`src/rtl/nmea_pkg.sv`:
```
package nmea_pkg;

    localparam logic [7:0] CH_DOLLAR = 8'h24;
    localparam logic [7:0] CH_STAR   = 8'h2A;
    localparam logic [7:0] CH_CR     = 8'h0D;
    localparam logic [7:0] CH_LF     = 8'h0A;

    typedef enum logic [1:0] {RX_IDLE, RX_START, RX_DATA, RX_STOP} rx_state_e;

    typedef enum logic [2:0] {
        FR_HUNT, FR_BODY, FR_SUM_HI, FR_SUM_LO, FR_WAIT_CR, FR_WAIT_LF
    } frame_state_e;

    typedef enum logic [1:0] {CM_IDLE, CM_COPY, CM_LEN} commit_state_e;

    typedef struct packed {
        logic       valid;
        logic       ferr;
        logic [7:0] data;
    } rx_byte_t;

    typedef struct packed {
        logic       ok;
        logic [3:0] nib;
    } hex_digit_t;

    function automatic hex_digit_t hex_decode(input logic [7:0] c);
        hex_digit_t h;
        h.ok  = 1'b1;
        h.nib = 4'h0;
        if (c >= 8'h30 && c <= 8'h39)      h.nib = 4'(c - 8'h30);
        else if (c >= 8'h41 && c <= 8'h46) h.nib = 4'(c - 8'h37);
        else if (c >= 8'h61 && c <= 8'h66) h.nib = 4'(c - 8'h57);
        else                               h.ok  = 1'b0;
        return h;
    endfunction

endpackage

```
`src/rtl/nmea_baud_tick.sv`:
```
module nmea_baud_tick #(
    parameter int DIV = 104
) (
    input  logic clk,
    input  logic rst,
    output logic tick
);
    localparam int CW = (DIV > 1) ? $clog2(DIV) : 1;

    logic [CW-1:0] cnt;

    generate
        if (DIV <= 1) begin : g_pass
            always_ff @(posedge clk) begin
                if (rst) tick <= 1'b0;
                else     tick <= 1'b1;
            end
            assign cnt = '0;
        end else begin : g_div
            always_ff @(posedge clk) begin
                if (rst) begin
                    cnt  <= '0;
                    tick <= 1'b0;
                end else begin
                    tick <= (cnt == CW'(DIV - 1));
                    cnt  <= (cnt == CW'(DIV - 1)) ? '0 : cnt + 1'b1;
                end
            end
        end
    endgenerate
endmodule

```
`src/rtl/nmea_uart_rx.sv`:
```
module nmea_uart_rx
    import nmea_pkg::*;
#(
    parameter int OVS = 16
) (
    input  logic     clk,
    input  logic     rst,
    input  logic     tick,
    input  logic     rxd,
    output rx_byte_t rx_out
);
    localparam int SW   = $clog2(OVS);
    localparam int MID  = OVS / 2 - 1;
    localparam int LAST = OVS - 1;

    rx_state_e   st;
    logic [SW-1:0] sc;
    logic [2:0]  bi;
    logic [7:0]  sh;
    logic        sync0, rx_s;

    always_ff @(posedge clk) begin
        if (rst) begin
            sync0 <= 1'b1;
            rx_s  <= 1'b1;
        end else begin
            sync0 <= rxd;
            rx_s  <= sync0;
        end
    end

    always_ff @(posedge clk) begin
        if (rst) begin
            st     <= RX_IDLE;
            sc     <= '0;
            bi     <= '0;
            sh     <= '0;
            rx_out <= '0;
        end else begin
            rx_out.valid <= 1'b0;
            rx_out.ferr  <= 1'b0;
            if (tick) begin
                unique case (st)
                    RX_IDLE: begin
                        if (!rx_s) begin
                            st <= RX_START;
                            sc <= '0;
                        end
                    end
                    RX_START: begin
                        if (sc == SW'(MID)) begin
                            sc <= '0;
                            bi <= '0;
                            st <= rx_s ? RX_IDLE : RX_DATA;
                        end else begin
                            sc <= sc + 1'b1;
                        end
                    end
                    RX_DATA: begin
                        if (sc == SW'(LAST)) begin
                            sc <= '0;
                            sh <= {rx_s, sh[7:1]};
                            if (bi == 3'd7) st <= RX_STOP;
                            else            bi <= bi + 1'b1;
                        end else begin
                            sc <= sc + 1'b1;
                        end
                    end
                    RX_STOP: begin
                        if (sc == SW'(LAST)) begin
                            st           <= RX_IDLE;
                            sc           <= '0;
                            rx_out.data  <= sh;
                            rx_out.valid <= rx_s;
                            rx_out.ferr  <= !rx_s;
                        end else begin
                            sc <= sc + 1'b1;
                        end
                    end
                    default: st <= RX_IDLE;
                endcase
            end
        end
    end
endmodule

```
`src/rtl/nmea_framer.sv`:
```
module nmea_framer
    import nmea_pkg::*;
#(
    parameter int DEPTH = 128,
    parameter int AW    = $clog2(DEPTH),
    parameter int LW    = $clog2(DEPTH + 1)
) (
    input  logic          clk,
    input  logic          rst,
    input  rx_byte_t      rx_in,
    input  logic [AW-1:0] rd_idx,
    output logic [7:0]    rd_data,
    output logic          commit_go,
    output logic [LW-1:0] commit_len
);
    frame_state_e st;
    logic [LW-1:0] cnt;
    logic [7:0]    xsum;
    logic [3:0]    hi_nib;
    logic [7:0]    stage_mem [DEPTH];
    hex_digit_t    dig;

    assign dig        = hex_decode(rx_in.data);
    assign rd_data    = stage_mem[rd_idx];
    assign commit_len = cnt;

    always_ff @(posedge clk) begin
        if (rst) begin
            st        <= FR_HUNT;
            cnt       <= '0;
            xsum      <= '0;
            hi_nib    <= '0;
            commit_go <= 1'b0;
        end else begin
            commit_go <= 1'b0;
            if (rx_in.ferr) begin
                st <= FR_HUNT;
            end else if (rx_in.valid) begin
                if (rx_in.data == CH_DOLLAR) begin
                    st   <= FR_BODY;
                    cnt  <= '0;
                    xsum <= '0;
                end else begin
                    unique case (st)
                        FR_HUNT: ;
                        FR_BODY: begin
                            if (rx_in.data == CH_STAR) begin
                                st <= FR_SUM_HI;
                            end else if (cnt == LW'(DEPTH)) begin
                                st <= FR_HUNT;
                            end else begin
                                stage_mem[cnt[AW-1:0]] <= rx_in.data;
                                cnt  <= cnt + 1'b1;
                                xsum <= xsum ^ rx_in.data;
                            end
                        end
                        FR_SUM_HI: begin
                            hi_nib <= dig.nib;
                            st     <= dig.ok ? FR_SUM_LO : FR_HUNT;
                        end
                        FR_SUM_LO: begin
                            st <= (dig.ok && {hi_nib, dig.nib} == xsum) ? FR_WAIT_CR : FR_HUNT;
                        end
                        FR_WAIT_CR: begin
                            st <= (rx_in.data == CH_CR) ? FR_WAIT_LF : FR_HUNT;
                        end
                        FR_WAIT_LF: begin
                            st        <= FR_HUNT;
                            commit_go <= (rx_in.data == CH_LF);
                        end
                        default: st <= FR_HUNT;
                    endcase
                end
            end
        end
    end
endmodule

```
`src/rtl/nmea_commit.sv`:
```
module nmea_commit
    import nmea_pkg::*;
#(
    parameter int DEPTH = 128,
    parameter int AW    = $clog2(DEPTH),
    parameter int LW    = $clog2(DEPTH + 1),
    parameter int HAW   = $clog2(DEPTH + 1)
) (
    input  logic           clk,
    input  logic           rst,
    input  logic           go,
    input  logic [LW-1:0]  len,
    input  logic [7:0]     stage_data,
    output logic [AW-1:0]  stage_idx,
    output logic           busy_n,
    input  logic [HAW-1:0] host_addr,
    output logic [7:0]     host_rdata
);
    commit_state_e st;
    logic [LW-1:0] idx;
    logic [LW-1:0] lat_len;
    logic [LW-1:0] len_q;
    logic [7:0]    dp_mem [DEPTH];

    assign stage_idx = idx[AW-1:0];
    assign busy_n    = (st == CM_IDLE);

    always_ff @(posedge clk) begin
        if (rst) begin
            st      <= CM_IDLE;
            idx     <= '0;
            lat_len <= '0;
            len_q   <= '0;
        end else begin
            unique case (st)
                CM_IDLE: begin
                    if (go) begin
                        lat_len <= len;
                        idx     <= '0;
                        st      <= (len == '0) ? CM_LEN : CM_COPY;
                    end
                end
                CM_COPY: begin
                    dp_mem[idx[AW-1:0]] <= stage_data;
                    idx <= idx + 1'b1;
                    if (idx == lat_len - 1'b1) st <= CM_LEN;
                end
                CM_LEN: begin
                    len_q <= lat_len;
                    st    <= CM_IDLE;
                end
                default: st <= CM_IDLE;
            endcase
        end
    end

    always_ff @(posedge clk) begin
        if (rst)                                host_rdata <= '0;
        else if (host_addr == '0)               host_rdata <= 8'(len_q);
        else if (host_addr <= HAW'(DEPTH))      host_rdata <= dp_mem[AW'(host_addr - 1'b1)];
        else                                    host_rdata <= '0;
    end
endmodule

```
`src/rtl/nmea_capture.sv`:
```
module nmea_capture
    import nmea_pkg::*;
#(
    parameter int CLK_HZ      = 8_000_000,
    parameter int BAUD        = 4800,
    parameter int OVS         = 16,
    parameter int STAGE_DEPTH = 128,
    localparam int HAW        = $clog2(STAGE_DEPTH + 1)
) (
    input  logic           clk,
    input  logic           rst,
    input  logic           rxd,
    input  logic [HAW-1:0] host_addr,
    output logic [7:0]     host_rdata,
    output logic           busy_n
);
    localparam int DIV = CLK_HZ / (BAUD * OVS);
    localparam int AW  = $clog2(STAGE_DEPTH);
    localparam int LW  = $clog2(STAGE_DEPTH + 1);

    logic          tick;
    rx_byte_t      rxb;
    logic          rx_valid, rx_ferr;
    logic [AW-1:0] stage_idx;
    logic [7:0]    stage_data;
    logic          commit_go;
    logic [LW-1:0] commit_len;

    assign rx_valid = rxb.valid;
    assign rx_ferr  = rxb.ferr;

    nmea_baud_tick #(.DIV(DIV)) u_tick (
        .clk (clk), .rst (rst), .tick (tick)
    );

    nmea_uart_rx #(.OVS(OVS)) u_rx (
        .clk (clk), .rst (rst), .tick (tick), .rxd (rxd), .rx_out (rxb)
    );

    nmea_framer #(.DEPTH(STAGE_DEPTH), .AW(AW), .LW(LW)) u_framer (
        .clk        (clk),
        .rst        (rst),
        .rx_in      (rxb),
        .rd_idx     (stage_idx),
        .rd_data    (stage_data),
        .commit_go  (commit_go),
        .commit_len (commit_len)
    );

    nmea_commit #(.DEPTH(STAGE_DEPTH), .AW(AW), .LW(LW), .HAW(HAW)) u_commit (
        .clk        (clk),
        .rst        (rst),
        .go         (commit_go),
        .len        (commit_len),
        .stage_data (stage_data),
        .stage_idx  (stage_idx),
        .busy_n     (busy_n),
        .host_addr  (host_addr),
        .host_rdata (host_rdata)
    );
endmodule

```
`config.mk`:
```
export PLATFORM = sky130hd
export DESIGN_NAME = nmea_capture
export DESIGN_NICKNAME = d
export VERILOG_FILES = /design/src/rtl/nmea_pkg.sv /design/src/rtl/nmea_baud_tick.sv /design/src/rtl/nmea_uart_rx.sv /design/src/rtl/nmea_framer.sv /design/src/rtl/nmea_commit.sv /design/src/rtl/nmea_capture.sv
export SDC_FILE = /design/constraint.sdc
export NUM_CORES = 2
export LEC_CHECK = 0
export BUFFER_PORTS_ARGS = -buffer_cell sky130_fd_sc_hd__buf_2
export CAP_MARGIN = 20
export CORE_ASPECT_RATIO = 0.8
export CORE_UTILIZATION = 57
export DETAILED_ROUTE_END_ITERATION = 6
export GPL_TIMING_DRIVEN = 1
export MAX_ROUTING_LAYER = met4
export PLACE_DENSITY = 0.77
export SLEW_MARGIN = 10
export SYNTH_ARGS = -nofsm -noshare
export SYNTH_HDL_FRONTEND = slang
export SYNTH_SLANG_ARGS = --single-unit
```
`constraint.sdc`:
```
create_clock -name clk -period 4.3 [get_ports clk]
set_clock_uncertainty 0.1 [all_clocks]
set_input_delay 0.215 -clock clk [delete_from_list [all_inputs] [get_ports clk]]
set_output_delay 0.215 -clock clk [all_outputs]
set_load 0.02 [all_outputs]
```
==> summary.md <==
| Metric | Value |
|---|---|
| Status | finished clean |
| # rows | between 100 and 150 |
| Max Cap Violations | 0 |
| Post-route antenna net violation count | 0 |
| Clk slew on worst S/H paths | ~0.070 ns |
| Hold Vio Cnt, Final | 0 |
| Most frequent cells in the layout | edfxtp_1, mux4_2, nor2_1 |
| DRC violations left | 0 |
| Die ar. | between 0.1 and 0.15 mm² |
| DRT Pass-1 Iters | 6 |
| Synthesis Warnings | 0 |
| Worst path max stage delay | between 0.7 and 0.8 ns |
| Worst setup SP type | register |
| Crit path max fanout | 8 |
| Cell count of the worst hold path | 6 |
| Clock group share of total power | 0.417 |
| Max Slew Vio Count | 0 |
| H-tree depth | 4 |
| Root Buffer | clkbuf_16 |
| Vias in the first global route | around 42000 |
| Post-synth cell types | 66 |
| Main synth FF type | edfxtp_1 |
| Clk Latency, worst-skew pair | ~0.84 ns |
| Dpl hpwl | roughly 120 mm |
| Vias | 43000 |
| CTS Sinks | 2150 |
| Initial antenna violation count | 7 |
| Initial core utilization | 0.577 |
| Leakage | slightly below 0.03 µW |
| Num CTS Buffers | a little under 200 |
| Max Fclk | ~250 MHz |
| Ys async rst share | 0 |
| Slew HR | 0.237 |
| Largest delay contributor family on the critical path | simple AND/OR/NAND/NOR gates |
| Final count of negative-setup-slack endpoints | 0 |
| Commonest non-fill, non-tap cell in the layout | edfxtp_1 |
| Critical Path AT | about 4.4 ns |
| Hold Crit Class | primary input to register |
| CTS tree | yes |
| Post-CTS resize count | 0 |
| Hold-fix buffers, CTS | 4 |
| Slowest stage cell, crit path | nor2_1 |
| Gate power share | 0.029 |
| Sequential share of the synthesized area | 0.756 |
| Critical Path RT | 4.64 ns |
| Routed len/inst | approximately 31 µm |
| Gate Count Post-Synth | 4001 |
| DRT Wirelength | around 200 mm |
| Core ar. | around 0.15 mm² |
| Min cycle time layout | roughly 4.1 ns |
| Power share of the sequential group | 0.554 |
| Iter 0 DRT Violations | 6432 |
| CTS Buffer Depth | 3 |
| Syn Nets | ~4000 |
| Postcts setup bufs | 0 |
| Die outline height | about 350 µm |
| CP endpoint kind | register |
| I/O Buffers | 19 |
| Io pins | 20 |
| Max IR drop VDD | 0.504 mV |
| Power Density | 431 mW/mm² |
| Mapped Area | between 0.08 and 0.09 mm² |
| CP cell instances | inv_1 > ha_1 > nor4b_1 > a311oi_1 > a21boi_0 > and3_1 > and3b_1 > nand3_1 > nor2_1 |
| Nets | ~4300 |
| CP Buf/Inv Count | 1 |
| Worst hold slack | 0.104 ns |
| RSZ-0062 raised after global routing | no |
| Post-route setup TNS | 0 ns |
| Gpl congestion | 0.934 |
| EDFF count, synth | just over 2000 |
| Largest net degree at the start of global routing | approximately 130 |
| Area Overhead vs Synth | 12.4% |
| Mapped Avg Cell Area | 21.0 µm² |
| Net Sw Power | about 8400 µW |
| Share of cells above drive strength 1 | 0.281 |
| Tot GR Track Use | 0.278 |
| Switching share of total power | 0.207 |
| Global route overflow | 0 |
| Int Power | about 32000 µW |
| Via-to-Cell Ratio | around 6.7 |
| Setup CP Type | register to register |
| Yosys reg bits | about 2200 |
| Reg2Reg Depth | 9 |
| Die width | 431 µm |
| Worst slew pin tran | 1.14 ns |
| First-pass GRT wire length | 291 mm |
| WP depth | 9 |
| Final Cycle Share | 0.943 |
[flip-flops by register name, indices dropped and copies added (netlist names), named ones only]
register / flops
u_commit.len_q: 8
u_rx.st: 1
u_commit.idx: 8
u_rx.sync0: 1
u_framer.commit_go: 1
u_rx.rx_out: 10
u_commit.st: 2
u_framer.commit_len: 8
u_commit.dp_mem: 1024
u_framer.stage_mem: 1024
u_framer.xsum: 8
u_commit.host_rdata: 8
u_rx.rx_s: 1
u_rx.sc: 4
u_framer.st: 3
u_tick.tick: 1
u_rx.bi: 3
u_rx.sh: 8
u_tick.cnt: 7
u_framer.hi_nib: 4
u_commit.lat_len: 8
[logic make-up after synthesis]
logic type,count (synthesis),share of synthesized area
buffers and inverters,238,0.0126
adder cells (fa/ha/maj),14,0.00208
flip-flops,2150,0.756
multiplexers,677,0.172
AND/OR/NAND/NOR,687,0.0375
XOR/XNOR,40,0.00417
AO/OA/AOI/OAI,195,0.0161
[cells in the mapped netlist, types with 31 or more instances]
master,number,area share
and3_1,63,0.0047
nand2_1,94,0.0042
mux2_2,41,0.0055
a21oi_1,47,0.0028
buf_2,49,0.0029
mux4_2,608,0.16
nand3_1,48,0.0029
dfxtp_1,102,0.024
clkbuf_1,120,0.0054
nor2_1,356,0.016
nor4_1,31,0.0023
edfxtp_1,2048,0.73
[final cells by class]
type	instances	area, µm²
Antenna cell	2	5.00
Inverter	15	56.3
Sequential cell	2150	63600
Fill cell	9254	51200
Tap cell	1968	2460
Clock buffer	249	5180
Timing Repair Buffer	303	2700
Multi-Input combinational cell	1613	19600
Clock inverter	109	998
[worst paths after layout]
check                                                         start  slack [ns]                                   to
worst max register to register  u_framer.commit_len[0]$_SDFFE_PP0P_        0.24  u_framer.stage_mem[92][0]$_DFFE_PP_
worst min-delay path                                   host_addr[3]        0.10    u_commit.host_rdata[6]$_SDFF_PP0_
worst min register to register                u_rx.sync0$_SDFF_PP1_        0.34                 u_rx.rx_s$_SDFF_PP1_
worst max-delay path            u_framer.commit_len[0]$_SDFFE_PP0P_        0.24  u_framer.stage_mem[92][0]$_DFFE_PP_
[power by group through the flow]
stage | registers, µW | logic (µW) | clock network (µW)
after floorplan | 23000 | 761 | 0
after global placement | 23000 | 1140 | 0
after detailed placement | 23000 | 1150 | 0
after CTS | 22600 | 1160 | 17100
after global routing | 22600 | 1230 | 17900
final | 22600 | 1180 | 17000
[metrics by stage]
stage | power [µW] | utilization | cell area, µm² | setup slack, ns | instances
CTS | 40900 | 0.648 | 94500 | 0.341 | 6404
detailed placement | 24200 | 0.606 | 88300 | 0.357 | 6042
finish | 40700 | 0.649 | 94500 | 0.245 | 6409
floorplan | 23800 | - | 84100 | 0.0370 | 4001
global route | 41700 | 0.649 | 94500 | 0.0453 | 6409
global placement | 24200 | 0.606 | 88300 | 0.369 | 6042
[worst min-delay path, stage by stage]
cell and delay [ns]:
buf_2 0.18, inv_1 0.10, a32o_1 0.16, a211o_1 0.13, nor2b_1 0.14, o22ai_1 0.07
[routing by layer]
layer  GRT usage  wire length [µm]  vias up
li1            -                 -    17200
met1       0.415             79300    22500
met2       0.390             90900     2952
met3      0.0640             24100      379
met4      0.0758              5050        0
met5           -                 0        -
Note: power is estimated with default switching activity, not from simulation.
